==> config.mk <==
export PLATFORM = sky130hd
export DESIGN_NAME = drdy_irq_router
export DESIGN_NICKNAME = d
export VERILOG_FILES = /design/src/rtl/drdy_pkg.sv /design/src/rtl/axis_track.sv /design/src/rtl/drdy_shaper.sv /design/src/rtl/irq_pin.sv /design/src/rtl/trig_sync.sv /design/src/rtl/drdy_irq_router.sv
export SDC_FILE = /design/constraint.sdc
export NUM_CORES = 1
export LEC_CHECK = 0
export BUFFER_PORTS_ARGS = -buffer_cell sky130_fd_sc_hd__buf_4
export CAP_MARGIN = 10
export CORE_MARGIN = 2
export CORE_UTILIZATION = 39
export CTS_BUF_LIST = sky130_fd_sc_hd__clkbuf_4
export DETAILED_ROUTE_END_ITERATION = 16
export SKIP_CTS_REPAIR_TIMING = 1
export SLEW_MARGIN = 20
export SYNTH_ARGS = -nofsm -noshare
export SYNTH_HDL_FRONTEND = slang
export SYNTH_HIERARCHICAL = 1
export SYNTH_SLANG_ARGS = --single-unit
==> constraint.sdc <==
create_clock -name clk -period 1.8 [get_ports clk]
set_input_delay 0.09 -clock clk [delete_from_list [all_inputs] [get_ports clk]]
set_output_delay 0.09 -clock clk [all_outputs]
set_load 0.01 [all_outputs]
==> src/rtl/drdy_pkg.sv <==
package drdy_pkg;
  localparam int N_AXES = 3;
  localparam int DATA_W = 16;
  localparam int N_SRC  = 5;
  localparam int SRC_DRDY  = 0;
  localparam int SRC_BOOT  = 1;
  localparam int SRC_FOVR  = 2;
  localparam int SRC_FFULL = 3;
  localparam int SRC_FTHR  = 4;
endpackage

==> src/rtl/axis_track.sv <==
module axis_track #(
  parameter int DW = 16
) (
  input  logic          clk,
  input  logic          rst_n,
  input  logic          sample_stb,
  input  logic [DW-1:0] sample_val,
  input  logic          rd_lo,
  input  logic          rd_hi,
  input  logic          bdu_en,
  output logic          new_data,
  output logic          overrun,
  output logic [DW-1:0] word
);
  logic          nd_q, nd_d, ov_q, ov_d, frz_q, frz_d;
  logic [DW-1:0] raw_q, raw_d, word_q, word_d;
  logic          hold, release_w;

  always_comb begin
    nd_d = sample_stb | (nd_q & ~rd_hi);
    ov_d = rd_hi ? 1'b0 : (ov_q | (sample_stb & nd_q));
    if (!bdu_en || rd_hi) frz_d = 1'b0;
    else if (rd_lo)       frz_d = 1'b1;
    else                  frz_d = frz_q;
    hold      = bdu_en & (frz_q | rd_lo) & ~rd_hi;
    release_w = frz_q & (rd_hi | ~bdu_en);
    raw_d     = sample_stb ? sample_val : raw_q;
    word_d    = word_q;
    if (sample_stb && !hold) word_d = sample_val;
    else if (release_w)      word_d = raw_q;
  end

  always_ff @(posedge clk or negedge rst_n) begin
    if (!rst_n) begin
      nd_q   <= 1'b0;
      ov_q   <= 1'b0;
      frz_q  <= 1'b0;
      raw_q  <= '0;
      word_q <= '0;
    end else begin
      nd_q   <= nd_d;
      ov_q   <= ov_d;
      frz_q  <= frz_d;
      raw_q  <= raw_d;
      word_q <= word_d;
    end
  end

  assign new_data = nd_q;
  assign overrun  = ov_q;
  assign word     = word_q;

  // an overrun only follows a cycle in which unread data was present
  a_r3_ovr_after_unread: assert property (@(posedge clk) disable iff (!rst_n)
    $rose(ov_q) |-> $past(nd_q));
  // a sample always leaves new data flagged
  a_r2_new_after_sample: assert property (@(posedge clk) disable iff (!rst_n)
    sample_stb |=> nd_q);
  // a frozen word does not move until its high byte is read
  a_r5_frozen_hold: assert property (@(posedge clk) disable iff (!rst_n)
    (bdu_en && frz_q && !rd_hi) |=> $stable(word_q));
endmodule

==> src/rtl/drdy_shaper.sv <==
module drdy_shaper #(
  parameter int PERIOD_CYC = 16
) (
  input  logic clk,
  input  logic rst_n,
  input  logic sample_stb,
  input  logic pulsed,
  input  logic all_new,
  output logic drdy
);
  localparam int PULSE_CYC = (PERIOD_CYC / 4 < 1) ? 1 : PERIOD_CYC / 4;
  localparam int CW        = $clog2(PULSE_CYC + 1);

  logic [CW-1:0] cnt_q, cnt_d;

  always_comb begin
    if (sample_stb)         cnt_d = CW'(PULSE_CYC);
    else if (cnt_q != '0)   cnt_d = cnt_q - 1'b1;
    else                    cnt_d = cnt_q;
  end

  always_ff @(posedge clk or negedge rst_n) begin
    if (!rst_n) cnt_q <= '0;
    else        cnt_q <= cnt_d;
  end

  assign drdy = pulsed ? (cnt_q != '0) : all_new;

  // the pulse counter never exceeds the quarter-period length
  a_r7_pulse_bounded: assert property (@(posedge clk) disable iff (!rst_n)
    cnt_q <= CW'(PULSE_CYC));
endmodule

==> src/rtl/irq_pin.sv <==
module irq_pin #(
  parameter int NSRC = 5
) (
  input  logic            clk,
  input  logic            rst_n,
  input  logic [NSRC-1:0] src,
  input  logic [NSRC-1:0] mask,
  input  logic            open_drain,
  input  logic            as_input,
  output logic            pad_drive,
  output logic            pad_oe
);
  logic active;
  logic drv_q, drv_d, oe_q, oe_d, od_q;

  always_comb begin
    active = |(src & mask);
    if (as_input) begin
      drv_d = 1'b0;
      oe_d  = 1'b0;
    end else if (open_drain) begin
      drv_d = 1'b0;
      oe_d  = active;
    end else begin
      drv_d = active;
      oe_d  = 1'b1;
    end
  end

  always_ff @(posedge clk or negedge rst_n) begin
    if (!rst_n) begin
      drv_q <= 1'b0;
      oe_q  <= 1'b0;
      od_q  <= 1'b0;
    end else begin
      drv_q <= drv_d;
      oe_q  <= oe_d;
      od_q  <= open_drain;
    end
  end

  assign pad_drive = drv_q;
  assign pad_oe    = oe_q;

  // open-drain mode never drives the pad high
  a_r9_od_never_high: assert property (@(posedge clk) disable iff (!rst_n)
    od_q |-> !(drv_q && oe_q));
  // input mode releases the pad on the next cycle
  a_r10_input_released: assert property (@(posedge clk) disable iff (!rst_n)
    as_input |=> !oe_q);
endmodule

==> src/rtl/trig_sync.sv <==
module trig_sync (
  input  logic clk,
  input  logic rst_n,
  input  logic pad_in,
  input  logic enable,
  output logic trig_stb
);
  logic s1_q, s2_q, s3_q;

  always_ff @(posedge clk or negedge rst_n) begin
    if (!rst_n) begin
      s1_q <= 1'b0;
      s2_q <= 1'b0;
      s3_q <= 1'b0;
    end else begin
      s1_q <= pad_in;
      s2_q <= s1_q;
      s3_q <= s2_q;
    end
  end

  assign trig_stb = enable & s2_q & ~s3_q;

  // a trigger strobe lasts a single cycle
  a_r10_single_strobe: assert property (@(posedge clk) disable iff (!rst_n)
    trig_stb |=> !trig_stb);
endmodule

==> src/rtl/drdy_irq_router.sv <==
module drdy_irq_router
  import drdy_pkg::*;
#(
  parameter int PERIOD_CYC = 16
) (
  input  logic                     clk,
  input  logic                     rst_n,
  input  logic                     sample_stb,
  input  logic [N_AXES*DATA_W-1:0] sample_data,
  input  logic [N_AXES-1:0]        rd_lo,
  input  logic [N_AXES-1:0]        rd_hi,
  input  logic                     bdu_en,
  input  logic                     drdy_pulsed,
  input  logic                     boot_busy,
  input  logic                     fifo_ovr,
  input  logic                     fifo_full,
  input  logic                     fifo_thr,
  input  logic [N_SRC-1:0]         pin1_mask,
  input  logic [N_SRC-1:0]         pin2_mask,
  input  logic                     pin1_od,
  input  logic                     pin2_od,
  input  logic                     pin1_as_trig,
  input  logic                     pin1_in,
  output logic [7:0]               status,
  output logic [N_AXES*DATA_W-1:0] out_words,
  output logic                     pin1_drive,
  output logic                     pin1_oe,
  output logic                     pin2_drive,
  output logic                     pin2_oe,
  output logic                     trig_stb
);
  logic [N_AXES-1:0] nd, ov;
  logic              drdy;
  logic [N_SRC-1:0]  src;

  for (genvar a = 0; a < N_AXES; a++) begin : g_axis
    axis_track #(.DW(DATA_W)) u_axis (
      .clk        (clk),
      .rst_n      (rst_n),
      .sample_stb (sample_stb),
      .sample_val (sample_data[a*DATA_W +: DATA_W]),
      .rd_lo      (rd_lo[a]),
      .rd_hi      (rd_hi[a]),
      .bdu_en     (bdu_en),
      .new_data   (nd[a]),
      .overrun    (ov[a]),
      .word       (out_words[a*DATA_W +: DATA_W])
    );
  end

  assign status = {|ov, ov[2], ov[1], ov[0], &nd, nd[2], nd[1], nd[0]};

  drdy_shaper #(.PERIOD_CYC(PERIOD_CYC)) u_shaper (
    .clk        (clk),
    .rst_n      (rst_n),
    .sample_stb (sample_stb),
    .pulsed     (drdy_pulsed),
    .all_new    (&nd),
    .drdy       (drdy)
  );

  always_comb begin
    src            = '0;
    src[SRC_DRDY]  = drdy;
    src[SRC_BOOT]  = boot_busy;
    src[SRC_FOVR]  = fifo_ovr;
    src[SRC_FFULL] = fifo_full;
    src[SRC_FTHR]  = fifo_thr;
  end

  irq_pin #(.NSRC(N_SRC)) u_pin1 (
    .clk        (clk),
    .rst_n      (rst_n),
    .src        (src),
    .mask       (pin1_mask),
    .open_drain (pin1_od),
    .as_input   (pin1_as_trig),
    .pad_drive  (pin1_drive),
    .pad_oe     (pin1_oe)
  );

  irq_pin #(.NSRC(N_SRC)) u_pin2 (
    .clk        (clk),
    .rst_n      (rst_n),
    .src        (src),
    .mask       (pin2_mask),
    .open_drain (pin2_od),
    .as_input   (1'b0),
    .pad_drive  (pin2_drive),
    .pad_oe     (pin2_oe)
  );

  trig_sync u_trig (
    .clk      (clk),
    .rst_n    (rst_n),
    .pad_in   (pin1_in),
    .enable   (pin1_as_trig),
    .trig_stb (trig_stb)
  );
endmodule

==> Word-level counts from Yosys, hierarchy flattened <==
Cells that the tools add are included.
{ "op_classes": {"add_sub_neg": 1, "n_mux": 24, "bitwise_logic": 36, "reduce_logical": 22} }
{ "ops": {"columns": ["operator", "n"], "rows": [
  ["$mux 16", 6],
  ["$and 1x1->1", 17],
  ["$mux 1", 16],
  ["$reduce_bool 2->1", 7],
  ["$or 1x1->1", 12],
  ["$and 5x5->5", 2],
  ["$reduce_or 5->1", 2],
  ["$mux 3", 2],
  ["$not 1->1", 5],
  ["$logic_not 1->1", 4],
  ["$logic_and 1x1->1", 3],
  ["$logic_or 1x1->1", 3],
  ["$reduce_and 3->1", 1],
  ["$reduce_bool 3->1", 1],
  ["$reduce_or 3->1", 1],
  ["$sub 3x1->3 const B", 1]
]} }
{ "word_totals": {"ff_bits": 115, "in_bits": 77, "out_inout_bits": 61, "word_cells": 106} }

==> Logic depth before layout (Yosys ltp) <==
Gate-level depths: netlist (run 1).
{ "depth": {"ltp_word": 6, "depth_mapped": 6, "depth_no_buf": 6} }

==> Modules after synthesis <==
The synthesis (run 1) kept the hierarchy.
{ "by_module_without_submodules": {"columns": ["mod", "n_inst", "cells_per_inst", "area_per_inst_um2", "seq_area_each_um2"], "rows": [
  ["axis_track", 3, 137, 1632.8, 875.8],
  ["drdy_shaper", 1, 18, 192.7, 75.1],
  ["irq_pin", 2, 6, 81.3, 50.0],
  ["trig_sync", 1, 4, 83.8, 75.1],
  ["drdy_irq_router", 1, 3, 16.3, 0.0]
]} }

==> Worst setup path before layout (run 1) <==
Ideal clock, no wire load.
{ "synth_path": {"path_kind": "reg2reg", "start": "register u_shaper.cnt_q[0]", "end": "register u_pin1.drv_q, in the netlist u_pin1/pad_drive", "setup_time_ns": 0.094, "t_arrival_ns": 1.202, "required_time_ns": 1.706, "setup_slack_ns": 0.504, "stages_incl_launch_ff": 7, "path_buffers": 0, "period_less_slack_ns": 1.296, "cell_sequence": "dfrtp_1 inv_1 ha_1 nor2b_4 a21oi_1 a22oi_1 a211oi_1"} }
{ "synth_via": {"elab_chain_cells": 6} }
{ "synth_lines": {"columns": ["element", "line", "rtl"], "rows": [
  ["start, declared", "drdy_shaper.sv:14", "logic [CW-1:0] cnt_q, cnt_d;"],
  ["start signal, assigned", "drdy_shaper.sv:24", "else cnt_q <= cnt_d;"],
  ["$reduce_bool 3->1", "drdy_shaper.sv:27", "assign drdy = pulsed ? (cnt_q != '0) : all_new;"],
  ["$mux 1", "drdy_shaper.sv:27", null],
  ["net drdy", "drdy_irq_router.sv:33", "logic drdy;"],
  ["$and 5x5->5", "irq_pin.sv:17", "active = |(src & mask);"],
  ["$reduce_or 5->1", "irq_pin.sv:17", null],
  ["$mux 1", "irq_pin.sv:21", "end else if (open_drain) begin"],
  ["$mux 1", "irq_pin.sv:18", "if (as_input) begin"],
  ["net u_pin1.drv_d", "irq_pin.sv:14", "logic drv_q, drv_d, oe_q, oe_d, od_q;"],
  ["end signal, assigned", "irq_pin.sv:36", "drv_q <= drv_d;"],
  ["end, declared", "irq_pin.sv:14", null]
]} }
The timed path passes the listed nets, and every way through them passes these cells.
A chain may end at the register's enable or synchronous reset.

==> Final worst setup path (run 1) <==
{ "layout_path": {"start": "register g_axis[2].u_axis.frz_q", "end": "register g_axis[2].u_axis.word_q[1]"} }
{ "layout_via": {"elab_chain_cells": 6, "elab_cells_between_ends": 8, "cone_classes": "mux (1); bitwise (4); reduce/logical (3)"} }
{ "layout_lines": {"columns": ["element", "line", "rtl"], "rows": [
  ["start, declared", "axis_track.sv:15", "logic nd_q, nd_d, ov_q, ov_d, frz_q, frz_d;"],
  ["start signal, assigned", "axis_track.sv:43", "frz_q <= frz_d;"],
  ["$or 1x1->1", "axis_track.sv:25", "hold = bdu_en & (frz_q | rd_lo) & ~rd_hi;"],
  ["$and 1x1->1 (2 in a row)", "axis_track.sv:25", null],
  ["$logic_not 1->1", "axis_track.sv:29", "if (sample_stb && !hold) word_d = sample_val;"],
  ["$logic_and 1x1->1", "axis_track.sv:29", null],
  ["$mux 16 / $reduce_bool 2->1 (equally long branches)", null, null],
  ["end signal, assigned", "axis_track.sv:45", "word_q <= word_d;"],
  ["end, declared", "axis_track.sv:16", "logic [DW-1:0] raw_q, raw_d, word_q, word_d;"]
]} }
Several ways; a longest one is shown, not always the timed one.

==> reports/qor.csv, run 1 <==
metric,value,unit
arrival,2.06,ns
drt_iter0_drc,315,
synth_edf_count,0,
wl,13.6,mm
timing.final.crit_share,90.3,%
die-area,14700,um2
busiest_layer,met2,
vdd_drop_max,0.379,mV
postRouteAntennaNets,0,
critPathLaunchType,flip-flop,
startpoint,g_axis[2].u_axis/frz_q,
clk_pin_slew,0.10,ns
io_pins,138,
crit_type,flip-flop to flip-flop,
fin_setup_tns,0,ns
crit_chain,"nor2_1, nand2_1, o2111ai_2",
grt_setup_unrepaired,no,
synthCells,448,
r2r-start,g_axis[2].u_axis/frz_q,
gr-total-overflow,0,
ys_seq_area_share,53.8,%
endpoint_kind,flip-flop,
grt_use_total,18.2,%
synth_warnings,6,
synth_cell_types,32,
rows,42,
start_util,40.1,%
n_fill_cell,1165,
root_buffer,clkbuf_4,
grt_use_met2,28.5,%
fmax,0.615,GHz
io_buffers,137,
p_per_area,822,nW/um2
antenna_found_initial,0,
ys_ff_latch,115,
slew_violations,0,
numCtsBuffers,17,
cp_slowest_cell,nor2_1,
path_buf_inv,0,
die_w,121,um
clkLatencyLatePin,0.51,ns
gp_congestion,0.781,
crit_fanout,15,
setup_viol,0,
hold_class,input pin to flip-flop,
synthArstFlopShare,100,%
cts_max_path_buffers,2,
fin_crit,1.63,ns
firstDrtPassIters,5,
ys.flop_type,dfrtp_1,
seq_area,2880,um2
synthToLayoutAreaGrowth,38.5,%
worst_pin_slew,0.969,ns
preCtsSetupSlack,0.175,ns
grtUsageMet1,23.3,%
vias,4352,
use_met3,6.20,%
hold_violations,0,
cpPeakStageDelay,0.73,ns
drive_above_1_share,38.2,%
htreeDepth,4,
multiInputGateArea,2110,um2
via_per_inst,5.19,
syn-cell-area,5350,um2
core,13300,um2
wire_per_inst,16.2,um
fin_skew,0.00877,ns
n_antenna_cell,0,
grt_max_degree,54,
cp_top_family,simple AND/OR/NAND/NOR gates,
cts_tree,built,
nNetsFinal,728,
drc,0,
grt_pass1_vias,4090,
avgSynthCellArea,12.0,um2
cap_violations,0,
dp_hpwl,8.80,mm
grt_pass1_wl,20.6,mm
worst_slack,0.174,ns
slew_headroom,35.1,%
die_y,121,um
worstHoldStart,rd_lo[1],
crit_required,2.23,ns
cts.sinks,115,
status,finished clean,
power.leakage,3.36,nW
## where the power goes
group | leakage (nW) | switching, mW | internal (mW)
sequential | 1.37 | 0.219 | 2.90
combinational | 1.85 | 0.653 | 0.810
clock | 0.132 | 0.904 | 0.608
total | 3.36 | 1.78 | 4.32
## layout make-up
class                      instances  share of cell area, %
clock buffer                      23                   2.33
clock inverter                     9                  0.540
inverter                          44                   2.23
sequential                       115                   38.8
timing repair buffer             217                   24.7
multi-input combinational        254                   28.4
tap                              176                   2.97
## placed cells by master (no fill, tap or decap), types with 12 or more instances in the layout
cell type      count
nand2_1           36
mux2_2            60
dlygate4sd3_1     66
clkbuf_4          23
buf_4            148
inv_1             44
dfrtp_1          115
o211ai_1          36
nand4b_1          36
nor2_1            12
o2111ai_1         33
## cells by family after synthesis
kind of cell    synth area share (%)
buf+inv                         6.94
fa+ha+maj                      0.467
simple gates                    11.6
flops                           53.8
other cells                   0.0700
compound gates                  14.3
mux                             12.9
## worst paths after layout
check,endpoint,slack [ns],cells past startpoint
min,g_axis[1].u_axis/word[13],0.07,4
max reg2reg,g_axis[2].u_axis/word[1],0.17,3
min reg2reg,u_trig/s2_q,0.36,0
min in group asynchronous,g_axis[1].u_axis/word[8],0.12,3
max in group asynchronous,g_axis[1].u_axis/word[3],0.36,3
max,g_axis[2].u_axis/word[1],0.17,3
## through the flow
stage	cells	power [mW]	hold slack (ns)	area (um2)	util, %
2_1_floorplan	449	3.85	-0.206	5360	-
3_3_place_gp	740	4.47	0.0105	6540	49.0
3_5_place_dp	740	4.52	0.0151	6540	49.0
4_1_cts	772	6.07	-0.588	6760	50.6
5_1_grt	838	6.47	0.0419	7420	55.6
6_report	838	6.09	0.0688	7420	55.6
## registers in the layout, summed over array words and instances (netlist names)
name and count:
g_axis.u_axis/word 48, g_axis.u_axis/frz_q 3, u_pin1/pad_drive 1, g_axis.u_axis/overrun 3
u_trig/s2_q 1, g_axis.u_axis/raw_q 48, u_pin2/pad_drive 1, u_shaper/cnt_q 3
g_axis.u_axis/new_data 3, u_trig/s3_q 1, u_pin1/pad_oe 1, u_pin2/pad_oe 1
u_trig/s1_q 1
## tightest hold or removal path, cell delays in order
cell,delay (ns)
buf_4,0.08
nor2_1,0.07
o211ai_1,0.18
o2111ai_1,0.12
## synthesized netlist by cell type, drive strengths merged (3+ instances only)
| library cell | count | area [um2] |
|---|---|---|
| a21o | 3 | 22.5 |
| a21oi | 4 | 20.0 |
| buf | 27 | 173 |
| clkbuf | 9 | 33.8 |
| dfrtp | 115 | 2880 |
| inv | 44 | 165 |
| mux2 | 61 | 691 |
| nand2 | 36 | 135 |
| nand2b | 3 | 41.3 |
| nand4b | 36 | 315 |
| nor2 | 12 | 45.0 |
| nor2b | 3 | 26.3 |
| o2111ai | 36 | 334 |
| o211ai | 36 | 270 |
| o22ai | 3 | 37.5 |
| or2 | 3 | 26.3 |
## layer usage
layer | wire length (um) | share of wire, %
met1 | 5910 | 44
met2 | 6670 | 49
met3 | 739 | 5.5
met4 | 241 | 1.8
met5 | 0 | 0
Note: power is estimated with default switching activity, not from simulation.
==> inputs of run 2 (changes only) <==
--- a/config.mk
+++ b/config.mk
@@ -11,6 +11,7 @@
 export CORE_UTILIZATION = 39
 export CTS_BUF_LIST = sky130_fd_sc_hd__clkbuf_4
 export DETAILED_ROUTE_END_ITERATION = 16
+export RECOVER_POWER = 50
 export SKIP_CTS_REPAIR_TIMING = 1
 export SLEW_MARGIN = 20
 export SYNTH_ARGS = -nofsm -noshare
==> reports/qor.csv, run 2 (synthesis results as in run 1) <==
metric,value,unit,change
status,finished clean,,
postRouteAntennaNets,0,,unchanged
slew_headroom,12.6,%,-23 points
crit_type,flip-flop to flip-flop,,
setup_viol,0,,unchanged
r2r_slack,0.15,ns,-0.03 ns
cts_tree,built,,
rows,42,,unchanged
reg2regPathDepth,3,,unchanged
power_frac_clock,24.9,%,about the same
drc,0,,unchanged
io_pins,138,,unchanged
timing.final.crit_share,91.9,%,+1.5 points
hold_class,input pin to flip-flop,,
gr-total-overflow,0,,unchanged
power.total,6.08,mW,-0.18%
clkLatencyLatePin,0.51,ns,about the same
final_common_cell,buf_4,,
core,13300,um2,unchanged
crit_chain,"nor2_1, nand2_1, o2111ai_2",,
critical_path_depth,3,,unchanged
cp_slowest_cell,nor2_1,,
grt_pass1_wl,20.6,mm,unchanged
grt_pass1_vias,4090,,unchanged
power_frac_comb,23.8,%,-0.2 points
fmax,0.605,GHz,-1.7%
wire_per_inst,16.2,um,about the same
endpoint_kind,flip-flop,,
synthToLayoutAreaGrowth,37.6,%,
internal-power,4.31,mW,-0.28%
critPathLaunchType,flip-flop,,
numCtsBuffers,17,,unchanged
root_buffer,clkbuf_4,,
grt_setup_unrepaired,no,,
p_sw_share,29.2,%,+0.067 points
p_switching,1.78,mW,about the same
vdd_drop_max,0.382,mV,+0.72%
worst_slack,0.146,ns,-0.0276 ns
cpPeakStageDelay,0.74,ns,about the same
die_y,121,um,unchanged
r2r-start,g_axis[2].u_axis/frz_q,,
hold_violations,0,,unchanged
preCtsSetupSlack,0.175,ns,unchanged
rr_endpoint,g_axis[2].u_axis/word[1],,
cp_top_family,simple AND/OR/NAND/NOR gates,,
via_per_inst,5.15,,-0.78%
grt_max_degree,54,,unchanged
p_per_area,826,nW/um2,+0.44%
io_buffers,137,,unchanged
grt_use_total,18.2,%,unchanged
dp_hpwl,8.80,mm,unchanged
drt_iter0_drc,310,,-1.6%
gp_congestion,0.781,,unchanged
worst_pin_slew,1.31,ns,+0.341 ns
cap_violations,0,,unchanged
fin_skew,0.00726,ns,-0.00152 ns
path_buf_inv,0,,unchanged
drive_above_1_share,37.8,%,-0.45 points
nNetsFinal,728,,unchanged
htreeDepth,4,,unchanged
cts.sinks,115,,unchanged
cts_max_path_buffers,2,,unchanged
layout_common_cells,"buf_4, dfrtp_1, dlygate4sd3_1, mux2_2, inv_1",,
vias,4318,,-0.78%
antenna_found_initial,0,,unchanged
clk_pin_slew,0.10,ns,about the same
arrival,2.09,ns,+0.03 ns
firstDrtPassIters,4,,-1
slew_violations,0,,unchanged
start_util,40.1,%,unchanged
n_antenna_cell,0,,unchanged
wl,13.5,mm,about the same
power.leakage,3.33,nW,-0.68%
crit_required,2.24,ns,about the same
setup.worst_path.end,g_axis[2].u_axis/word[1],,
fin_setup_tns,0,ns,unchanged
fin_crit,1.65,ns,+0.0276 ns
crit_fanout,15,,unchanged
die_w,121,um,unchanged
die-area,14700,um2,unchanged
seq_power_share,51.3,%,about the same
startpoint,g_axis[2].u_axis/frz_q,,
==> run 2: worst min-delay path, cell delays in order <==
cell,delay [ns]
buf_4,0.08
nor2_1,0.07
o211ai_1,0.18
o2111ai_1,0.12
==> run 2: how the worst min path moves through the flow <==
stage	startpoint	to	cells after the start
6_report	rd_lo[1]	g_axis[1].u_axis/word[13]	4
5_1_grt	rd_lo[1]	g_axis[1].u_axis/word[14]	4
4_1_cts	rst_n	g_axis[2].u_axis/word[1]	1
3_5_place_dp	rst_n	g_axis[2].u_axis/raw_q[15]	1
3_3_place_gp	rst_n	g_axis[2].u_axis/raw_q[15]	1
2_1_floorplan	rst_n	g_axis[0].u_axis/frz_q	0
==> run 2: cell type report <==
| cell class | count | area (um2) |
|---|---|---|
| clock buffers | 23 | 173 |
| flip-flops and latches | 115 | 2880 |
| fillers | 1174 | 5980 |
| repair buffers | 217 | 1790 |
| well taps | 176 | 220 |
| clock inverters | 9 | 40.0 |
| multi-input cells | 254 | 2110 |
| inverters | 44 | 165 |
==> run 2: through the flow <==
step / area (um2) / utilization, % / cells / hold WS (ns)
floorplan: 5360 / - / 449 / -0.206
global placement: 6540 / 49.0 / 740 / 0.0105
detailed placement: 6540 / 49.0 / 740 / 0.0151
CTS: 6760 / 50.6 / 772 / -0.588
global route: 7370 / 55.2 / 838 / 0.0419
finish: 7370 / 55.2 / 838 / 0.0674
==> run 2: power groups by stage <==
stage	logic [mW]	registers (mW)	clock network, mW
floorplan	0.649	3.20	0
CTS	1.36	3.12	1.60
detailed placement	1.35	3.17	0
finish	1.45	3.12	1.52
global placement	1.31	3.15	0
global route	1.59	3.16	1.70
==> run 2: per-layer routing <==
layer	part of all wire [%]	GRT usage, %
met2	50	28.5
met5	0	0
met1	43	23.3
met4	1.1	6.75
met3	5.7	6.20
